**config.mk**
```make
export PLATFORM = sky130hd
export DESIGN_NAME = match_timer_chan
export DESIGN_NICKNAME = d
export VERILOG_FILES = /design/src/rtl/mt_pkg.sv /design/src/rtl/mt_counter.sv /design/src/rtl/mt_postscale.sv /design/src/rtl/mt_status.sv /design/src/rtl/match_timer_chan.sv
export SDC_FILE = /design/constraint.sdc
export NUM_CORES = 1
export LEC_CHECK = 0
export BUFFER_PORTS_ARGS = -buffer_cell sky130_fd_sc_hd__buf_4
export CORE_AREA = 2 2 63 77
export DETAILED_ROUTE_END_ITERATION = 8
export DIE_AREA = 0 0 65 79
export GPL_TIMING_DRIVEN = 0
export PLACE_DENSITY = 0.85
export SETUP_SLACK_MARGIN = 0.4
export SKIP_LAST_GASP = 1
export SLEW_MARGIN = 15
export SYNTH_ARGS = -nofsm -noshare
export SYNTH_HDL_FRONTEND = slang
export SYNTH_SLANG_ARGS = --single-unit
```
**constraint.sdc**
```tcl
create_clock -name clk -period 3 [get_ports clk]
set_input_delay 0.3 -clock clk [delete_from_list [all_inputs] [get_ports clk]]
set_output_delay 0.3 -clock clk [all_outputs]
set_load 0.01 [all_outputs]
```
**src/rtl/mt_pkg.sv**
```systemverilog
package mt_pkg;

  localparam int SCALE_W = 3;

  // Fixed non-linear scale table; unused codes select a zero match.
  function automatic int unsigned scale_to_match(input logic [SCALE_W-1:0] code);
    int unsigned m;
    case (code)
      3'd0:    m = 0;
      3'd1:    m = 1;
      3'd2:    m = 8;
      3'd3:    m = 32;
      3'd4:    m = 64;
      3'd5:    m = 128;
      3'd6:    m = 256;
      default: m = 0;
    endcase
    return m;
  endfunction

endpackage

```
**src/rtl/mt_counter.sv**
```systemverilog
module mt_counter
  import mt_pkg::*;
#(
  parameter int CNT_W = 16
) (
  input  logic               clk,
  input  logic               rst_n,
  input  logic               tick_en,
  input  logic               run,
  input  logic               restart,
  input  logic               cfg_ld,
  input  logic [SCALE_W-1:0] cfg_scale,
  input  logic               ld_en,
  input  logic [CNT_W-1:0]   ld_val,
  output logic               hit
);

  logic [CNT_W-1:0] cnt_q, cnt_nxt;
  logic [CNT_W-1:0] match_q, match_nxt;
  logic             adv;

  assign adv = run && tick_en;

  always_comb begin
    match_nxt = match_q;
    if (cfg_ld) match_nxt = CNT_W'(scale_to_match(cfg_scale));
  end

  always_comb begin
    cnt_nxt = cnt_q;
    hit     = 1'b0;
    if (restart) begin
      cnt_nxt = '0;
    end else if (ld_en) begin
      cnt_nxt = ld_val;
    end else if (adv) begin
      if (cnt_q == match_q) begin
        cnt_nxt = '0;
        hit     = 1'b1;
      end else begin
        cnt_nxt = cnt_q + 1'b1;
      end
    end
  end

  always_ff @(posedge clk or negedge rst_n) begin
    if (!rst_n) begin
      cnt_q   <= '0;
      match_q <= '0;
    end else begin
      cnt_q   <= cnt_nxt;
      match_q <= match_nxt;
    end
  end


  cnt_hold_chk: assert property (@(posedge clk) disable iff (!rst_n)
    (!adv && !restart && !ld_en) |=> $stable(cnt_q));


  match_wrap_chk: assert property (@(posedge clk) disable iff (!rst_n)
    (adv && !restart && !ld_en && cnt_q == match_q) |=> (cnt_q == '0));

endmodule

```
**src/rtl/mt_postscale.sv**
```systemverilog
module mt_postscale #(
  parameter int IVL_W = 8
) (
  input  logic             clk,
  input  logic             rst_n,
  input  logic             clr,
  input  logic             hit,
  input  logic             cfg_ld,
  input  logic [IVL_W-1:0] cfg_ivl,
  output logic [IVL_W-1:0] ivl_count,
  output logic             fire
);

  logic [IVL_W-1:0] ivl_q, ivl_nxt;
  logic [IVL_W-1:0] lim_q, lim_nxt;
  logic             fire_q, fire_nxt;
  logic [IVL_W:0]   inc;

  assign inc = {1'b0, ivl_q} + 1'b1;

  always_comb begin
    lim_nxt = lim_q;
    if (cfg_ld) lim_nxt = cfg_ivl;
  end

  always_comb begin
    ivl_nxt  = ivl_q;
    fire_nxt = 1'b0;
    if (clr) begin
      ivl_nxt = '0;
    end else if (hit) begin
      if (inc >= {1'b0, lim_q}) begin
        ivl_nxt  = '0;
        fire_nxt = 1'b1;
      end else begin
        ivl_nxt = inc[IVL_W-1:0];
      end
    end
  end

  always_ff @(posedge clk or negedge rst_n) begin
    if (!rst_n) begin
      ivl_q  <= '0;
      lim_q  <= '0;
      fire_q <= 1'b0;
    end else begin
      ivl_q  <= ivl_nxt;
      lim_q  <= lim_nxt;
      fire_q <= fire_nxt;
    end
  end

  assign ivl_count = ivl_q;
  assign fire      = fire_q;


  fire_wraps_chk: assert property (@(posedge clk) disable iff (!rst_n)
    fire_q |-> (ivl_q == '0));


  clr_empties_chk: assert property (@(posedge clk) disable iff (!rst_n)
    clr |=> (ivl_q == '0 && !fire_q));

endmodule

```
**src/rtl/mt_status.sv**
```systemverilog
module mt_status (
  input  logic clk,
  input  logic rst_n,
  input  logic hit,
  input  logic clr_req,
  input  logic start,
  input  logic stop,
  output logic on,
  output logic sts,
  output logic irq
);

  logic sts_q, sts_nxt;
  logic on_q, on_nxt;

  always_comb begin
    sts_nxt = sts_q;
    if (hit)          sts_nxt = 1'b1;
    else if (clr_req) sts_nxt = 1'b0;
  end

  always_comb begin
    on_nxt = on_q;
    if (start)     on_nxt = 1'b1;
    else if (stop) on_nxt = 1'b0;
  end

  always_ff @(posedge clk or negedge rst_n) begin
    if (!rst_n) begin
      sts_q <= 1'b0;
      on_q  <= 1'b0;
    end else begin
      sts_q <= sts_nxt;
      on_q  <= on_nxt;
    end
  end

  assign on  = on_q;
  assign sts = sts_q;
  assign irq = on_q && sts_q;


  sts_source_chk: assert property (@(posedge clk) disable iff (!rst_n)
    $rose(sts_q) |-> $past(hit));


  stop_quiet_chk: assert property (@(posedge clk) disable iff (!rst_n)
    stop |=> !irq);

endmodule

```
**src/rtl/match_timer_chan.sv**
```systemverilog
module match_timer_chan
  import mt_pkg::*;
#(
  parameter int CNT_W = 16,
  parameter int IVL_W = 8
) (
  input  logic               clk,
  input  logic               rst_n,
  input  logic               tick_en,
  input  logic               cfg_wr,
  input  logic [SCALE_W-1:0] cfg_scale,
  input  logic [IVL_W-1:0]   cfg_interval,
  input  logic               run_wr,
  input  logic               run_val,
  input  logic               cnt_wr,
  input  logic [CNT_W-1:0]   cnt_wdata,
  input  logic               sts_clr,
  output logic [IVL_W-1:0]   ivl_count,
  output logic               match_sts,
  output logic               irq,
  output logic               fire
);

  logic start, stop, restart, run, hit;

  assign start   = run_wr && run_val;
  assign stop    = run_wr && !run_val;
  assign restart = cfg_wr || start;

  mt_counter #(.CNT_W(CNT_W)) u_cnt (
    .clk       (clk),
    .rst_n     (rst_n),
    .tick_en   (tick_en),
    .run       (run),
    .restart   (restart),
    .cfg_ld    (cfg_wr),
    .cfg_scale (cfg_scale),
    .ld_en     (cnt_wr),
    .ld_val    (cnt_wdata),
    .hit       (hit)
  );

  mt_postscale #(.IVL_W(IVL_W)) u_post (
    .clk       (clk),
    .rst_n     (rst_n),
    .clr       (restart),
    .hit       (hit),
    .cfg_ld    (cfg_wr),
    .cfg_ivl   (cfg_interval),
    .ivl_count (ivl_count),
    .fire      (fire)
  );

  mt_status u_sts (
    .clk     (clk),
    .rst_n   (rst_n),
    .hit     (hit),
    .clr_req (sts_clr),
    .start   (start),
    .stop    (stop),
    .on      (run),
    .sts     (match_sts),
    .irq     (irq)
  );


  irq_needs_sts_chk: assert property (@(posedge clk) disable iff (!rst_n)
    irq |-> match_sts);

endmodule

```
==> results.sh, run 1 <==
export IMPL_status="completed"
export IMPL_dieArea_um2=5135
export IMPL_synth_top_family_by_area="simple AND/OR/NAND/NOR gates"
export IMPL_core_um2=4425
export IMPL_crit_required_ns=3.22
export IMPL_synth_xor_area_share=0.05266
export IMPL_setup_viol_count_final=0
export IMPL_synth_top_cell_area_share=0.4406
export IMPL_ys_async_sr_fraction=1.000
export IMPL_ant_nets=0
export IMPL_power_frac_comb=0.144
export IMPL_ys_types=41
export IMPL_synth_warnings=0
export IMPL_ys_ff_latch=41
export IMPL_cts_inserted_buffers=5
export IMPL_p_leak_nw=1.407
export IMPL_die_h_um=79
export IMPL_final_fill_count=360
export IMPL_cp_end_kind="flip-flop"
export IMPL_synth_edf_count=0
export IMPL_initialDrtViolationCount=140
export IMPL_grt_max_degree=42
export IMPL_max_freq_ghz=0.3594
export IMPL_area_sequential_um2=1028
export IMPL_io_pins=46
export IMPL_start_util=0.5262
export IMPL_fin_skew_ns=0.008840
export IMPL_design_area_um2=3069
export IMPL_path_clk_slew_ns=0.08
export IMPL_rows=27
export IMPL_final_cells=372
export IMPL_synth_nets=289
export IMPL_switching_power_uw=302.4
export IMPL_synth_most_common_cell="dfrtp_1"
export IMPL_placed_area_um2=2768
export IMPL_max_cap_viol_count=0
export IMPL_switching_share=0.2636
export IMPL_globalplace_congestion=0.9255
export IMPL_n_antenna_cell=0
export IMPL_avgSynthCellArea_um2=9.543
export IMPL_synth_cells=244
export IMPL_ys_seq_area_frac=0.4406
export IMPL_h_tree_depth=2
export IMPL_synth_compound_area_share=0.1897
export IMPL_multi_input_area_um2=1299
export IMPL_crit_chain="ha_4 -> nand4_1 -> or2_4 -> xnor2_4 -> ha_4 -> a211oi_2 -> nand2_1 -> a211o_2 -> or3_4 -> or3_1 -> o211ai_1"
export IMPL_slowest_stage="dfrtp_1"
export IMPL_antenna_found_initial=0
export IMPL_ys_top_cells_by_count="dfrtp_1, o21ai_0, nand2_1, inv_1"
export IMPL_wl_mm=5.849
export IMPL_synth_area_um2=2328
export IMPL_crit_type="flip-flop to flip-flop"
export IMPL_cts_sinks=41
export IMPL_crit_path_max_incr_delay_ns=0.42
export IMPL_r2r_slack_ns=0.22
export IMPL_grt_overflow_total=0
export IMPL_slew_viol_final=0
export IMPL_fin_crit_sh=0.9275
export IMPL_setup_tns_ns=0
export IMPL_power_density_nw_per_um2=373.8
export IMPL_fin_crit_ns=2.782
export IMPL_nNetsFinal=358
export IMPL_synth_mux_area_frac=0.009672
export IMPL_crit_arrival_ns=3.00
export IMPL_io_buffer_count=44
export IMPL_clk_latency_ns=0.30
export IMPL_finalPower_mw=1.147
export IMPL_synthAdderAreaFrac=0.05373
export IMPL_clock_path_buffers=2
export IMPL_crit_top_cell="ha_4"
export IMPL_grtUsageTotal=0.2504
export IMPL_rsz0062_at_grt="true"
export IMPL_die_x_um=65
export IMPL_hold_violations=0
export IMPL_synth_simple_area_share=0.2117
export IMPL_placedCellCount=346
export IMPL_yosys_top_cells_area="dfrtp_1, o21ai_0, ha_1"
export IMPL_intPower_uw=844.9
export IMPL_worst_slew_pin_slew_ns=0.5740
export IMPL_wl_per_cell_um=15.72
export IMPL_worstPathMaxFanout=4
export IMPL_relSlewSlack=0.6159
export IMPL_dp_hpwl_mm=4.154
export IMPL_drc=0
export IMPL_synth_ff_type="dfrtp_1"
export IMPL_drtPass1Iterations=4
export IMPL_grt_pass1_vias=2136
export IMPL_synth_top_cell_by_area="dfrtp_1"
export IMPL_grt_pass1_wl_mm=9.860
export IMPL_hold_path_class="input port to flip-flop"
export IMPL_cp_start_kind="flip-flop"
export IMPL_drive_above_1_share=0.2962
export IMPL_seq_power_share=0.528
export IMPL_cts_tree="yes"
export IMPL_num_vias=2180
export IMPL_cts_root_buf="clkbuf_8"
export IMPL_via_per_inst=5.860
export IMPL_area_growth_syn_to_layout_pct=31.81
export IMPL_power_frac_clock=0.328
export IMPL_ir_drop_mv=0.2809
## worst max-delay path: cells and delay by family, from the launching register on
| kind | cells | cell delay [ns] |
|---|---|---|
| flops | 1 | 0.42 |
| compound gates | 3 | 0.58 |
| xor+xnor | 1 | 0.15 |
| fa+ha+maj | 2 | 0.34 |
| simple gates | 5 | 1.21 |
## area by class of cell
class,instances,area share
flip-flops and latches,41,0.3351
plain buffers,8,0.01305
inverters,16,0.01957
clock buffers,8,0.02935
repair buffers,62,0.1561
well taps,58,0.02364
multi-input cells,179,0.4232
## stage by stage
step | hold slack, ns | util | setup slack [ns]
finish | 0.1766 | 0.6935 | 0.2175
detailed placement | 0.3116 | 0.6254 | 0.04924
global route | 0.1840 | 0.6935 | 0.1539
CTS | 0.1804 | 0.6746 | 0.2322
floorplan | 0.004409 | - | 0.2826
global placement | 0.3137 | 0.6254 | 0.1503
## power groups by stage
stage / Sequential (mW) / Combinational (mW) / Clock [mW]
6_report: 0.606 / 0.165 / 0.376
5_1_grt: 0.610 / 0.188 / 0.411
4_1_cts: 0.605 / 0.165 / 0.381
3_5_place_dp: 0.616 / 0.159 / 0
3_3_place_gp: 0.615 / 0.152 / 0
2_1_floorplan: 0.609 / 0.0876 / 0
## cell families after synthesis
kind of cell,Yosys count
buffers and inverters,24
AO/OA/AOI/OAI,65
multiplexers,2
XOR/XNOR,14
adder cells (fa/ha/maj),10
flip-flops,41
AND/OR/NAND/NOR,88
## flip-flops by register name, indices dropped and copies added (netlist names)
signal            flops
u_cnt.match_q         6
u_cnt.cnt_q          16
u_sts.on              1
u_post.fire           1
u_post.ivl_count      8
u_post.lim_q          8
u_sts.sts             1
## timing repair
| item | 4_1_cts | 5_1_grt |
|---|---|---|
| hold endpoints to repair | 41 | 0 |
| setup buffers | 9 | 8 |
| hold buffers | 1 | 0 |
| cloned | 0 | 0 |
| resized for setup | 9 | 9 |
| pin swaps | 8 | 10 |
| setup endpoints to repair | 12 | 18 |
## per-layer routing
layer,part of all wire,global-route usage
met1,0.39,0.2786
met3,0.045,0.05382
met4,0.019,0.09149
met5,0,0
met2,0.54,0.4619
## final timing paths
check                                         start                  end  cells past startpoint
worst max-delay path            u_post.ivl_count[1]  u_post.ivl_count[6]                     11
worst min-delay path                        sts_clr            u_sts.sts                      2
worst max register to register  u_post.ivl_count[1]  u_post.ivl_count[6]                     11
worst min register to register      u_post.lim_q[0]      u_post.lim_q[0]                      1
max in group asynchronous                     rst_n  u_post.ivl_count[2]                      2
min in group asynchronous                     rst_n      u_post.lim_q[3]                      2
## cell usage in the layout, fill, tap and decap left out, types with 2 or more instances in the layout
cell type  synthesis  routed
buf_4              0      58
dfrtp_1           41      39
o21ai_0           28      25
nand2_1           23      23
inv_1             16      16
nor2_1            10      10
a221o_1           10      10
nor3b_1            9       9
xnor2_1           10       8
ha_1              10       8
nand3_1            7       7
clkbuf_1           7       7
clkbuf_8           0       6
nand2b_1           5       5
and2_1             6       5
a22oi_1            5       5
o22ai_1            5       5
nand4_1            4       4
xor2_1             4       4
buf_6              1       4
nor4_1             4       4
a21oi_1            5       4
a22o_1             4       4
and4_1             3       3
a21o_1             2       2
clkbuf_2           0       2
mux2_2             2       2
nor3_1             4       2
or3_1              2       2
o21ai_1            0       2
and3_2             2       2
and3_1             2       2
ha_4               0       2
dfrtp_2            0       2
(Power assumes the default switching activity.)
==> inputs of run 2 (changes only) <==
CELL_PAD_IN_SITES_DETAIL_PLACEMENT = 0   (was default)
CELL_PAD_IN_SITES_GLOBAL_PLACEMENT = 1   (was default)
CORE_AREA = 2 2 71 87   (was 2 2 63 77)
DIE_AREA = 0 0 73 89   (was 0 0 65 79)
GPL_ROUTABILITY_DRIVEN = 0   (was default)
PLACE_DENSITY = 0.86   (was 0.85)
==> results.sh, run 2 (synthesis gave the netlist of run 1 again) <==
export IMPL_status="finished, violations left"
export IMPL_violations="hold timing"
export IMPL_crit_chain="ha_4 -> nand4_1 -> or2_4 -> xnor2_4 -> ha_4 -> nor3_4 -> nor2_1 -> a211o_2 -> or3_4 -> or3_1 -> o211ai_1"
export IMPL_h_tree_depth=2
export IMPL_clock_path_buffers=2
export IMPL_worst_slew_pin_slew_ns=0.5564
export IMPL_die_x_um=73
export IMPL_crit_arrival_ns=2.95
export IMPL_wl_mm=5.774
export IMPL_rsz0062_at_grt="true"
export IMPL_mostFrequentLayoutCell="buf_4"
export IMPL_setup_tns_ns=0
export IMPL_cp_endpoint="u_post.ivl_count[6]"
export IMPL_dp_hpwl_mm=4.085
export IMPL_grt_overflow_total=0
export IMPL_antenna_found_initial=0
export IMPL_cts_tree="yes"
export IMPL_max_freq_ghz=0.3659
export IMPL_grtUsageTotal=0.1915
export IMPL_cts_root_buf="clkbuf_8"
export IMPL_drive_above_1_share=0.2839
export IMPL_power_density_nw_per_um2=375.8
export IMPL_fin_crit_sh=0.9109
export IMPL_dieArea_um2=6497
export IMPL_busiest_layer="met2"
export IMPL_worst_path_buf_inv=0
export IMPL_drtPass1Iterations=4
export IMPL_grt_pass1_wl_mm=9.549
export IMPL_n_antenna_cell=0
export IMPL_wl_per_cell_um=15.44
export IMPL_r2r_end="u_post.ivl_count[6]"
export IMPL_final_fill_count=526
export IMPL_area_growth_syn_to_layout_pct=30.09
export IMPL_met1_usage=0.2151
export IMPL_core_um2=5593
export IMPL_cp_num_cells=11
export IMPL_crit_type="flip-flop to flip-flop"
export IMPL_setup_viol_count_final=0
export IMPL_num_vias=2060
export IMPL_die_h_um=89
export IMPL_hold_path_class="input port to async pin"
export IMPL_final_cell_mix="buf_4, dfrtp_1, o21ai_0"
export IMPL_nNetsFinal=355
export IMPL_slew_viol_final=0
export IMPL_path_clk_slew_ns=0.08
export IMPL_crit_start="u_post.ivl_count[1]"
export IMPL_crit_path_max_incr_delay_ns=0.40
export IMPL_ir_drop_mv=0.2840
export IMPL_start_util=0.4163
export IMPL_hold_violations=29
export IMPL_via_per_inst=5.508
export IMPL_cp_end_kind="flip-flop"
export IMPL_holdWs_ns=-0.02240
export IMPL_use_met3=0.04059
export IMPL_largest_reg_flops=16
export IMPL_crit_top_cell="ha_4"
export IMPL_grt_max_degree=42
export IMPL_reg2reg_depth=11
export IMPL_initialDrtViolationCount=76
export IMPL_grt_pass1_vias=2113
export IMPL_cts_inserted_buffers=5
export IMPL_crit_family="simple AND/OR/NAND/NOR gates"
export IMPL_io_buffer_count=44
export IMPL_rows=30
export IMPL_io_pins=46
export IMPL_top_register="u_cnt.cnt_q"
export IMPL_worstPathMaxFanout=3
export IMPL_clk_latency_ns=0.29
export IMPL_drc=0
export IMPL_relSlewSlack=0.6277
export IMPL_cts_sinks=41
export IMPL_cts_hold_buf=0
export IMPL_crit_required_ns=3.21
export IMPL_max_cap_viol_count=0
export IMPL_fin_skew_ns=0.004901
export IMPL_grtUsageMet2=0.3546
export IMPL_ant_nets=0
export IMPL_fin_crit_ns=2.733
export IMPL_cp_start_kind="flip-flop"
export IMPL_p_leak_nw=1.374
export IMPL_reg2reg_from="u_post.ivl_count[1]"
export IMPL_slowest_stage="dfrtp_1"
export IMPL_r2r_slack_ns=0.27
[run 2: final cells by class]
cell class / instances / area, µm² / share of cell area
buffer: 8 / 38.79 / 0.01280
multi-input combinational: 179 / 1289 / 0.4254
clock buffer: 7 / 86.33 / 0.02850
tap: 64 / 80.08 / 0.02644
timing repair buffer: 59 / 446.7 / 0.1475
sequential: 41 / 1028 / 0.3395
inverter: 16 / 60.06 / 0.01983
[run 2: timing repair]
item	4_1_cts	5_1_grt
setup endpoints to repair	14	8
endpoints found under the hold margin	0	0
gates resized for setup	10	1
setup buffers	13	2
pin swaps	3	2
[run 2: how the worst min path moves through the flow]
stage / endpoint
finish: u_post.lim_q[7]
global route: u_post.ivl_count[3]
CTS: u_post.ivl_count[5]
detailed placement: u_post.lim_q[7]
global placement: u_post.lim_q[6]
floorplan: u_cnt.cnt_q[0]
[run 2: per-stage QoR]
stage | std cells | utilization | setup WS, ns | power [mW] | cell area [µm²]
2_1_floorplan | 244 | - | 0.2826 | 0.6965 | 2365
3_3_place_gp | 352 | 0.4962 | 0.1308 | 0.7698 | 2775
3_5_place_dp | 352 | 0.4962 | 0.04018 | 0.7742 | 2775
4_1_cts | 372 | 0.5383 | 0.2671 | 1.151 | 3010
5_1_grt | 374 | 0.5416 | 0.09526 | 1.197 | 3029
6_report | 374 | 0.5416 | 0.2673 | 1.138 | 3029
[run 2: metal layers]
metal  up-vias  wire [µm]
met5         -          0
li1       1022          -
met1       983       2433
met3         7        214
met2        48       3033
met4         0         93
[run 2: where the power goes]
group	internal [mW]	switching [mW]	total, mW
clock	0.183	0.190	0.373
sequential	0.579	0.0254	0.605
combinational	0.0757	0.0855	0.161
total	0.838	0.301	1.14
